**src/rtl/wr_done_status_pkg.sv**
```systemverilog
package wr_done_status_pkg;
  localparam int unsigned DATA_W = 8;
  localparam int unsigned ADDR_W = 13;
  localparam int unsigned POLL_BIT = DATA_W - 1;
  localparam int unsigned ALT_BIT = DATA_W - 2;
  localparam int unsigned PAD_W = DATA_W - 2;

  typedef enum logic [0:0] {
    SRC_ARRAY  = 1'b0,
    SRC_STATUS = 1'b1
  } resp_src_e;
endpackage

```
**src/rtl/wr_done_req_gate.sv**
```systemverilog
module wr_done_req_gate #(
  parameter int unsigned ADDR_W = 13
) (
  input  logic              req_valid,
  input  logic              sel_n,
  input  logic              oe_n,
  input  logic [ADDR_W-1:0] req_addr,
  input  logic              busy,
  output logic [ADDR_W-1:0] arr_addr,
  output logic              accept,
  output logic              busy_accept
);
  // A read needs the strobe with both active-low enables asserted
  always_comb begin
    accept      = req_valid & ~sel_n & ~oe_n;
    busy_accept = accept & busy;
    arr_addr    = req_addr;
  end
endmodule

```
**src/rtl/wr_done_alt_bit.sv**
```systemverilog
module wr_done_alt_bit (
  input  logic clk,
  input  logic rst_n,
  input  logic step,
  output logic alt_q
);
  // Flips once per accepted busy read, holds otherwise
  always_ff @(posedge clk) begin
    if (!rst_n) begin
      alt_q <= 1'b0;
    end else if (step) begin
      alt_q <= ~alt_q;
    end
  end
endmodule

```
**src/rtl/wr_done_status_fmt.sv**
```systemverilog
module wr_done_status_fmt
  import wr_done_status_pkg::*;
#(
  parameter int unsigned DW = DATA_W
) (
  input  logic          busy,
  input  logic          alt_bit,
  input  logic [DW-1:0] last_wdata,
  input  logic [DW-1:0] arr_rdata,
  output resp_src_e     src,
  output logic [DW-1:0] next_data
);
  localparam int unsigned PW = DW - 2;

  logic [DW-1:0] status_byte;

  always_comb begin
    status_byte = {~last_wdata[DW-1], alt_bit, {PW{1'b0}}};
    src         = busy ? SRC_STATUS : SRC_ARRAY;
    unique case (src)
      SRC_STATUS: next_data = status_byte;
      default:    next_data = arr_rdata;
    endcase
  end
endmodule

```
**src/rtl/wr_done_resp_reg.sv**
```systemverilog
module wr_done_resp_reg #(
  parameter int unsigned DW = 8
) (
  input  logic          clk,
  input  logic          rst_n,
  input  logic          load,
  input  logic [DW-1:0] din,
  output logic          valid_q,
  output logic [DW-1:0] data_q
);
  always_ff @(posedge clk) begin
    if (!rst_n) begin
      valid_q <= 1'b0;
      data_q  <= '0;
    end else begin
      valid_q <= load;
      if (load) begin
        data_q <= din;
      end
    end
  end
endmodule

```
**src/rtl/wr_done_status.sv**
```systemverilog
module wr_done_status
  import wr_done_status_pkg::*;
(
  input  logic              clk,
  input  logic              rst_n,
  input  logic              req_valid,
  input  logic              sel_n,
  input  logic              oe_n,
  input  logic [ADDR_W-1:0] req_addr,
  input  logic              busy,
  input  logic [DATA_W-1:0] last_wdata,
  output logic [ADDR_W-1:0] arr_addr,
  input  logic [DATA_W-1:0] arr_rdata,
  output logic              resp_valid,
  output logic [DATA_W-1:0] resp_data
);
  logic              accept;
  logic              busy_accept;
  logic              alt_q;
  resp_src_e         src;
  logic [DATA_W-1:0] next_data;

  wr_done_req_gate #(.ADDR_W(ADDR_W)) u_gate (
    .req_valid  (req_valid),
    .sel_n      (sel_n),
    .oe_n       (oe_n),
    .req_addr   (req_addr),
    .busy       (busy),
    .arr_addr   (arr_addr),
    .accept     (accept),
    .busy_accept(busy_accept)
  );

  wr_done_alt_bit u_alt (
    .clk  (clk),
    .rst_n(rst_n),
    .step (busy_accept),
    .alt_q(alt_q)
  );

  wr_done_status_fmt #(.DW(DATA_W)) u_fmt (
    .busy      (busy),
    .alt_bit   (alt_q),
    .last_wdata(last_wdata),
    .arr_rdata (arr_rdata),
    .src       (src),
    .next_data (next_data)
  );

  wr_done_resp_reg #(.DW(DATA_W)) u_resp (
    .clk    (clk),
    .rst_n  (rst_n),
    .load   (accept),
    .din    (next_data),
    .valid_q(resp_valid),
    .data_q (resp_data)
  );
endmodule

```
**config.mk**
```make
export PLATFORM = sky130hd
export DESIGN_NAME = wr_done_status
export DESIGN_NICKNAME = d
export VERILOG_FILES = /design/src/rtl/wr_done_status_pkg.sv /design/src/rtl/wr_done_req_gate.sv /design/src/rtl/wr_done_alt_bit.sv /design/src/rtl/wr_done_status_fmt.sv /design/src/rtl/wr_done_resp_reg.sv /design/src/rtl/wr_done_status.sv
export SDC_FILE = /design/constraint.sdc
export NUM_CORES = 1
export LEC_CHECK = 0
export BUFFER_PORTS_ARGS = -buffer_cell sky130_fd_sc_hd__buf_2
export CAP_MARGIN = 40
export CORE_MARGIN = 8
export CORE_UTILIZATION = 32
export CTS_CLUSTER_SIZE = 14
export DETAILED_ROUTE_END_ITERATION = 12
export GPL_ROUTABILITY_DRIVEN = 0
export PLACE_DENSITY = 0.82
export SKIP_CTS_REPAIR_TIMING = 1
export SLEW_MARGIN = 10
export SYNTH_ARGS = -nofsm -noshare
export SYNTH_HDL_FRONTEND = slang
export SYNTH_SLANG_ARGS = --single-unit
export TNS_END_PERCENT = 50
```
**constraint.sdc**
```tcl
create_clock -name clk -period 1.23 [get_ports clk]
set_clock_uncertainty 0.05 [all_clocks]
set_input_delay 0.1845 -clock clk [delete_from_list [all_inputs] [get_ports clk]]
set_output_delay 0.1845 -clock clk [all_outputs]
set_load 0.1 [all_outputs]
```
==> results of run 1 <==
[registers in the layout (all words and copies together) (netlist names)]
name            flops
u_resp.valid_q      1
u_alt.alt_q         1
u_resp.data_q       8
[cell families (layout without fill, tap and decap cells)]
kind of cell,after synthesis,in the layout
AOI/OAI and AO/OA,4,4
buffers and inverters,16,28
muxes,1,1
DFF,10,10
and+or+nand+nor,27,27
[layout make-up]
| cell class | instances | area share [%] |
|---|---|---|
| multi-input cells | 32 | 27.8 |
| repair buffers | 25 | 37.3 |
| clock buffers | 3 | 3.17 |
| flip-flops and latches | 10 | 28.9 |
| well taps | 16 | 2.82 |
[final timing paths]
check,start,to,cells past startpoint,slack (ns)
max,u_resp.data_q[4],resp_data[4],1,0.16
min,arr_rdata[2],u_resp.data_q[2],3,0.09
max reg2reg,u_alt.alt_q,u_resp.data_q[6],3,0.43
min reg2reg,u_resp.data_q[1],u_resp.data_q[1],2,0.43
[synthesized netlist by cell type]
master,number
nor3b_2,1
buf_1,1
nand2_1,7
buf_4,13
and2_1,1
nor2b_1,1
nand3_1,11
nand4b_1,2
buf_2,1
a21boi_0,1
mux2i_1,1
clkbuf_2,1
dfxtp_1,10
or3b_1,1
o211a_1,2
nor3b_1,1
o21a_1,1
nand2b_1,2
[power by group]
group | internal, mW | leakage [nW] | switching (mW)
registers | 0.334 | 0.0830 | 0.00920
clock network | 0.113 | 0.0138 | 0.102
logic | 0.0638 | 0.245 | 0.0917
[metrics by stage]
step / setup slack [ns] / util (%) / area (um2) / setup TNS, ns / power (mW)
floorplan: -0.0243 / - / 514 / -0.0973 / 0.635
global placement: 0.0169 / 45.7 / 688 / 0 / 0.504
detailed placement: -0.0213 / 45.7 / 688 / -0.0213 / 0.507
CTS: 0.141 / 47.2 / 711 / 0 / 0.722
global route: 0.114 / 47.2 / 711 / 0 / 0.752
finish: 0.164 / 47.2 / 711 / 0 / 0.714
[layer usage]
layer  GRT usage, %  up-vias  wire length [um]
li1               -      207                 -
met1           6.47      177               422
met2           14.6       13               667
met3           5.25        0               137
met4           2.75        0                 0
met5              0        -                 0
==> summary.txt, run 1 <==
delay-heaviest family, CP - flip-flops
Worst-Margin Slew - 0.251 ns
overall global routing resource usage - 7.87%
simple-gate share of the synthesized area - 30.0%
# rows - 14
Post-DRT Antenna Nets - 0
Multi-input gate area - 198 um2
CP Cell Sequence - buf_12
peak per-stage delay on the critical path - 0.38 ns
NumNets Final - 107
CTS tree - yes
clock insertion delay at the later pin of the skew report - 0.25 ns
cts bufs inserted - 3
synth warn - 0
Mapped Avg Cell Area - 8.78 um2
WP data arrival - 0.83 ns
Buf/Inv on CP - 1
Vias - 397
largest family of logic cells by synthesized area - simple AND/OR/NAND/NOR gates
Slew HR - 83.3%
status - complete, no violations
fmax - 0.938 GHz
grt total ovfl - 0
wire per inst - 14.3 um
Routed WL - 1.23 mm
max_cap viols - 0
Fillers - 141
Synth Area in Adders - 0%
share of cells above drive strength 1 - 47.1%
dpl cells - 83
IO Pins - 57
Synth area leader - dfxtp_1
area grow syn2layout - 39.6%
Req. time, crit path - 1.00 ns
I/O Buffers - 23
Worst-path clk slew - 0.06 ns
final setup fails - 0
TritonCTS Sinks - 10
Final Non-Filler Cells - 86
antenna violations before repair - 0
most common cell after layout, fill and taps aside - buf_2
Clock Path Buffers - 2
CP Capture Type - output pin
Leakage - 0.342 nW
maximum fanout along the worst path - 2
min Tclk post-route - 1.07 ns
count of cell types in the netlist - 18
Reg area - 205 um2
total core area - 0.00151 mm2
die area - 0.00312 mm2
Pwr Density - 1000 mW/mm2
post-synth top area share - 39.3%
Ant. Diodes - 0
die width - 55.9 um
Synth Area in Compound Gates - 6.88%
largest net degree at the start of global routing - 13
mux cell area share after synthesis - 1.97%
RSZ-0062 raised after global routing - false
Final HPWL DP - 1.02 mm
CTS Root Cell - clkbuf_4
CP Launch Type - flip-flop
sequential fraction of the synthesis area - 39.3%
CP max stage cell - dfxtp_1
DR pass1 iterations - 3
Hold WC Path Type - in2reg
Starting Density - 33.8%
DRC errors left - 0
Max VDD drop - 0.654 mV
post-synthesis xor/xnor area fraction - 0%
#FFs+latches synth - 10
Hold Worst Slack - 0.0931 ns
CTS HTree Levels - 1
crit share post-route - 86.6%
Crit Path Category - reg2out
Die Span Y - 55.9 um
Synth Net Count - 93
vias in the first global route - 444
first-pass GRT wire length - 1.98 mm
Mapped Cells - 58
commonest non-fill, non-tap cells in the layout - buf_2, nand3_1, buf_12, nand2_1, dfxtp_1
Hold Vio Cnt, Final - 0
ranking of synthesized cells by area - dfxtp_1, buf_4, nand3_1
Final Max Tran Viols - 0
drt initial violations - 3
DR vias/cell - 4.62
Post-Syn Area - 509 um2
Power figures use the tool's default switching activity.
==> run 2, diff against run 1 <==
--- a/config.mk
+++ b/config.mk
@@ -12,7 +12,7 @@
 export CTS_CLUSTER_SIZE = 14
 export DETAILED_ROUTE_END_ITERATION = 12
 export GPL_ROUTABILITY_DRIVEN = 0
-export PLACE_DENSITY = 0.82
+export PLACE_DENSITY = 0.86
 export SKIP_CTS_REPAIR_TIMING = 1
 export SLEW_MARGIN = 10
 export SYNTH_ARGS = -nofsm -noshare
==> summary.txt, run 2 (synthesis results as in run 1) <==
drt initial violations - 8 (was 3)
Routed WL - 1.22 mm (was 1.23 mm)
Reg with most FFs - u_resp.data_q (unchanged)
min-delay src - arr_rdata[2] (unchanged)
NumNets Final - 107 (unchanged)
CP Cell Sequence - buf_12 (unchanged)
Largest regs - u_resp.data_q: 8 flops, u_alt.alt_q: 1 flops, u_resp.valid_q: 1 flops (unchanged)
Worst-path clk slew - 0.07 ns (was 0.06 ns)
Hold WC Path Type - in2reg (unchanged)
Req. time, crit path - 1.00 ns (about the same)
Reg2Reg Depth - 2 (was 3)
commonest non-fill, non-tap cells in the layout - buf_2, nand3_1, buf_12, nand2_1, dfxtp_1 (unchanged)
CTS Root Cell - clkbuf_4 (unchanged)
total power draw - 794 uW (was 714 uW)
Reg area - 205 um2 (unchanged)
CP Capture Type - output pin (unchanged)
first-pass GRT wire length - 1.90 mm (was 1.98 mm)
Final Non-Filler Cells - 87 (was 86)
most common cell after layout, fill and taps aside - buf_2 (unchanged)
Worst-Margin Slew - 0.266 ns (was 0.251 ns)
Final Max Tran Viols - 0 (unchanged)
overall global routing resource usage - 7.38% (was 7.87%)
Fillers - 126 (was 141)
dpl cells - 83 (unchanged)
Max VDD drop - 0.527 mV (was 0.654 mV)
Starting Density - 33.8% (unchanged)
Buf/Inv on CP - 1 (unchanged)
Clock Path Buffers - 2 (unchanged)
hold path depth - 3 (unchanged)
TritonCTS Sinks - 10 (unchanged)
max FFs per register - 8 (unchanged)
DRC errors left - 0 (unchanged)
RSZ-0062 raised after global routing - false (unchanged)
FF-to-FF End - u_alt.alt_q (was u_resp.data_q[6])
status - complete, no violations (unchanged)
R2R Path Start - u_alt.alt_q (unchanged)
delay-heaviest family, CP - flip-flops (unchanged)
largest net degree at the start of global routing - 13 (unchanged)
vias in the first global route - 441 (was 444)
die width - 55.9 um (unchanged)
DR vias/cell - 4.92 (was 4.62)
maximum fanout along the worst path - 2 (unchanged)
CP Launch Type - flip-flop (unchanged)
Die Span Y - 55.9 um (unchanged)
Leakage - 0.349 nW (was 0.342 nW)
die area - 0.00312 mm2 (unchanged)
Crit. path cell count - 1 (unchanged)
Crit Path Category - reg2out (unchanged)
final setup fails - 0 (unchanged)
Slew HR - 82.2% (was 83.3%)
Hold Vio Cnt, Final - 0 (unchanged)
crit share post-route - 87.4% (was 86.6%)
Ant. Diodes - 0 (unchanged)
fmax - 0.930 GHz (was 0.938 GHz)
grt total ovfl - 0 (unchanged)
reg2reg setup slack - 0.37 ns (was 0.43 ns)
Hold Crit Endpoint - u_resp.data_q[2] (unchanged)
Pwr Density - 1100 mW/mm2 (was 1000 mW/mm2)
cts bufs inserted - 3 (unchanged)
CTS tree - yes (unchanged)
Post-DRT Antenna Nets - 0 (unchanged)
share of cells above drive strength 1 - 47.9% (was 47.1%)
CP max stage cell - dfxtp_1 (unchanged)
Vias - 428 (was 397)
area grow syn2layout - 42.3% (was 39.6%)
WP data arrival - 0.84 ns (was 0.83 ns)
antenna violations before repair - 0 (unchanged)
IO Pins - 57 (unchanged)
wire per inst - 14.0 um (was 14.3 um)
CTS HTree Levels - 1 (unchanged)
Final HPWL DP - 950 um (was 1.02 mm)
I/O Buffers - 23 (unchanged)
DR pass1 iterations - 4 (was 3)
total core area - 0.00151 mm2 (unchanged)
clock insertion delay at the later pin of the skew report - 0.26 ns (was 0.25 ns)
peak per-stage delay on the critical path - 0.39 ns (was 0.38 ns)
setup TNS - 0 ns (unchanged)
min Tclk post-route - 1.07 ns (about the same)
max_cap viols - 0 (unchanged)
Multi-input gate area - 198 um2 (unchanged)
# rows - 14 (unchanged)
[run 2: cell types whose count changed in the layout (fill, tap and decap cells not counted), sizes merged]
cell / previous run / this run
clkbuf: 3 / 4
[run 2: through the flow]
stage / area (um2) / hold slack, ns / setup slack (ns) / util [%]
after floorplan: 514 / 0.256 / -0.0243 / -
after detailed placement: 688 / 0.320 / -0.0328 / 45.7
after CTS: 724 / 0.0789 / 0.148 / 48.1
after global placement: 688 / 0.320 / 0.0186 / 45.7
final: 724 / 0.0821 / 0.155 / 48.1
after global routing: 724 / 0.101 / 0.130 / 48.1
[run 2: power by group]
| part | internal, mW | switching [mW] |
|---|---|---|
| Combinational | 0.0638 | 0.0923 |
| Sequential | 0.334 | 0.00918 |
| Clock | 0.180 | 0.115 |
| Total | 0.577 | 0.217 |
[run 2: area by class of cell]
| type | count | share of cell area (%) |
|---|---|---|
| well taps | 16 | 2.76 |
| multi-input cells | 32 | 27.3 |
| flip-flops and latches | 10 | 28.3 |
| repair buffers | 25 | 36.6 |
| clock buffers | 4 | 5.01 |
[run 2: metal layers]
metal	share of wire (%)	GRT usage (%)
met4	0.16	4.12
met1	33	5.60
met5	0	0
met2	55	13.8
met3	11	4.57
[run 2: how the worst max path moves through the flow]
stage / startpoint / to / slack (ns)
after global routing: u_resp.data_q[3] / resp_data[3] / 0.13
final: u_resp.data_q[4] / resp_data[4] / 0.16
after floorplan: u_resp.data_q[2] / u_resp.data_q[2] / -0.02
after global placement: sel_n / u_alt.alt_q / 0.02
after detailed placement: sel_n / u_alt.alt_q / -0.03
after CTS: u_resp.data_q[4] / resp_data[4] / 0.15
==> run 3, diff against run 2 <==
--- a/config.mk
+++ b/config.mk
@@ -12,7 +12,7 @@
 export CTS_CLUSTER_SIZE = 14
 export DETAILED_ROUTE_END_ITERATION = 12
 export GPL_ROUTABILITY_DRIVEN = 0
-export PLACE_DENSITY = 0.86
+export PLACE_DENSITY_LB_ADDON = 0.12
 export SKIP_CTS_REPAIR_TIMING = 1
 export SLEW_MARGIN = 10
 export SYNTH_ARGS = -nofsm -noshare
==> summary.txt, run 3 (synthesis results as in run 1) <==
status - complete, no violations (unchanged)
peak per-stage delay on the critical path - 0.38 ns (was 0.39 ns)
Hold Vio Cnt, Final - 0 (unchanged)
crit share post-route - 87.3% (was 87.4%)
largest net degree at the start of global routing - 13 (unchanged)
Pwr Density - 1090 mW/mm2 (was 1100 mW/mm2)
Final Non-Filler Cells - 88 (was 87)
Placed Area - 696 um2 (was 688 um2)
met2 wire length - 534 um (was 674 um)
Leakage - 0.354 nW (was 0.349 nW)
reg2reg setup slack - 0.44 ns (was 0.37 ns)
min-delay src - arr_rdata[5] (was arr_rdata[2])
die width - 55.9 um (unchanged)
Fillers - 148 (was 126)
delay-heaviest family, CP - flip-flops (unchanged)
CTS tree - yes (unchanged)
CTS Root Cell - clkbuf_4 (unchanged)
max_cap viols - 0 (unchanged)
first-pass GRT wire length - 1.99 mm (was 1.90 mm)
area grow syn2layout - 43.7% (was 42.3%)
NumNets Final - 108 (was 107)
Worst-path clk slew - 0.07 ns (about the same)
Req. time, crit path - 1.00 ns (about the same)
Vias - 410 (was 428)
Ant. Diodes - 0 (unchanged)
cts bufs inserted - 3 (unchanged)
CP Cell Sequence - buf_12 (unchanged)
commonest non-fill, non-tap cells in the layout - buf_2, nand3_1, buf_12, nand2_1, dfxtp_1 (unchanged)
DR vias/cell - 4.66 (was 4.92)
Crit Path Category - reg2out (unchanged)
Hold Worst Slack - 0.0821 ns (about the same)
drt initial violations - 1 (was 8)
fmax - 0.931 GHz (was 0.930 GHz)
Reg with most FFs - u_resp.data_q (unchanged)
Worst-Margin Slew - 0.248 ns (was 0.266 ns)
Slew HR - 83.4% (was 82.2%)
Top Layer Used - met3 (was met4)
overall global routing resource usage - 7.63% (was 7.38%)
CP max stage cell - dfxtp_1 (unchanged)
DR pass1 iterations - 2 (was 4)
total power draw - 798 uW (was 794 uW)
max FFs per register - 8 (unchanged)
Hold WC Path Type - in2reg (unchanged)
Final Max Tran Viols - 0 (unchanged)
DP Worst Slack - 0.0644 ns (was -0.0328 ns)
dpl cells - 84 (was 83)
vias in the first global route - 444 (was 441)
total core area - 0.00151 mm2 (unchanged)
min Tclk post-route - 1.07 ns (about the same)
maximum fanout along the worst path - 2 (unchanged)
clock insertion delay at the later pin of the skew report - 0.26 ns (about the same)
CP Launch Type - flip-flop (unchanged)
# rows - 14 (unchanged)
Die Span Y - 55.9 um (unchanged)
wire per inst - 13.5 um (was 14.0 um)
RSZ-0062 raised after global routing - false (unchanged)
die area - 0.00312 mm2 (unchanged)
antenna violations before repair - 0 (unchanged)
TritonCTS Sinks - 10 (unchanged)
Final HPWL DP - 900 um (was 950 um)
DRC errors left - 0 (unchanged)
Buf/Inv on CP - 1 (unchanged)
most common cell after layout, fill and taps aside - buf_2 (unchanged)
WP data arrival - 0.84 ns (about the same)
met3 wire len - 142 um (was 136 um)
Reg2Reg Depth - 3 (was 2)
CP Capture Type - output pin (unchanged)
share of cells above drive strength 1 - 48.6% (was 47.9%)
routed length on met1 - 510 um (was 402 um)
grt total ovfl - 0 (unchanged)
I/O Buffers - 23 (unchanged)
CTS HTree Levels - 1 (unchanged)
Max VDD drop - 1.01 mV (was 0.527 mV)
IO Pins - 57 (unchanged)
FF-to-FF End - u_resp.data_q[6] (was u_alt.alt_q)
R2R Path Start - u_alt.alt_q (unchanged)
hold path depth - 3 (unchanged)
Clock Path Buffers - 2 (unchanged)
Starting Density - 33.8% (unchanged)
Final Instance Area - 732 um2 (was 724 um2)
Post-DRT Antenna Nets - 0 (unchanged)
Largest regs - u_resp.data_q: 8 flops, u_alt.alt_q: 1 flops, u_resp.valid_q: 1 flops (unchanged)
Hold Crit Endpoint - u_resp.data_q[5] (was u_resp.data_q[2])
final setup fails - 0 (unchanged)
final worst setup slack - 0.156 ns (was 0.155 ns)
Routed WL - 1.19 mm (was 1.22 mm)
-- run 3: cell types whose count changed in the layout (fill, tap and decap cells not counted), sizes merged --
cell	before	now
buf	25	26
-- run 3: how the worst max path moves through the flow --
stage                startpoint  depth (start not counted)               end
6_report       u_resp.data_q[2]                          1      resp_data[2]
3_3_place_gp              sel_n                          5  u_resp.data_q[3]
4_1_cts        u_resp.data_q[2]                          1      resp_data[2]
2_1_floorplan  u_resp.data_q[2]                          2  u_resp.data_q[2]
5_1_grt        u_resp.data_q[2]                          1      resp_data[2]
3_5_place_dp              sel_n                          5  u_resp.data_q[3]
-- run 3: final cells by class --
cell class	instances	area [um2]	area share [%]
timing repair buffer	26	273	37.3
sequential	10	205	28.0
multi-input combinational	32	198	27.0
tap	16	20.0	2.74
clock buffer	4	36.3	4.96
-- run 3: report_power, final --
part	total, mW	leakage, nW	internal (mW)	switching (mW)
registers	0.343	0.0830	0.334	0.00902
clock network	0.297	0.0210	0.180	0.117
logic	0.158	0.250	0.0653	0.0924
total	0.798	0.354	0.579	0.219
-- run 3: layer usage --
metal	vias up	track usage (%)
met5	-	0
met4	0	2.41
met3	0	5.48
met2	20	10.7
met1	176	8.83
li1	214	-
-- run 3: worst register-to-register path, delay by kind of cell, from the launching register on --
kind | cells | cell delay (ns)
flip-flops | 1 | 0.33
multiplexers | 1 | 0.13
AO/OA/AOI/OAI | 1 | 0.12
AND/OR/NAND/NOR | 1 | 0.06
-- run 3: stage by stage --
step	utilization (%)	TNS, ns
after floorplan	-	-0.0973
after global placement	46.2	0
after detailed placement	46.2	0
after CTS	48.6	0
after global routing	48.6	0
final	48.6	0
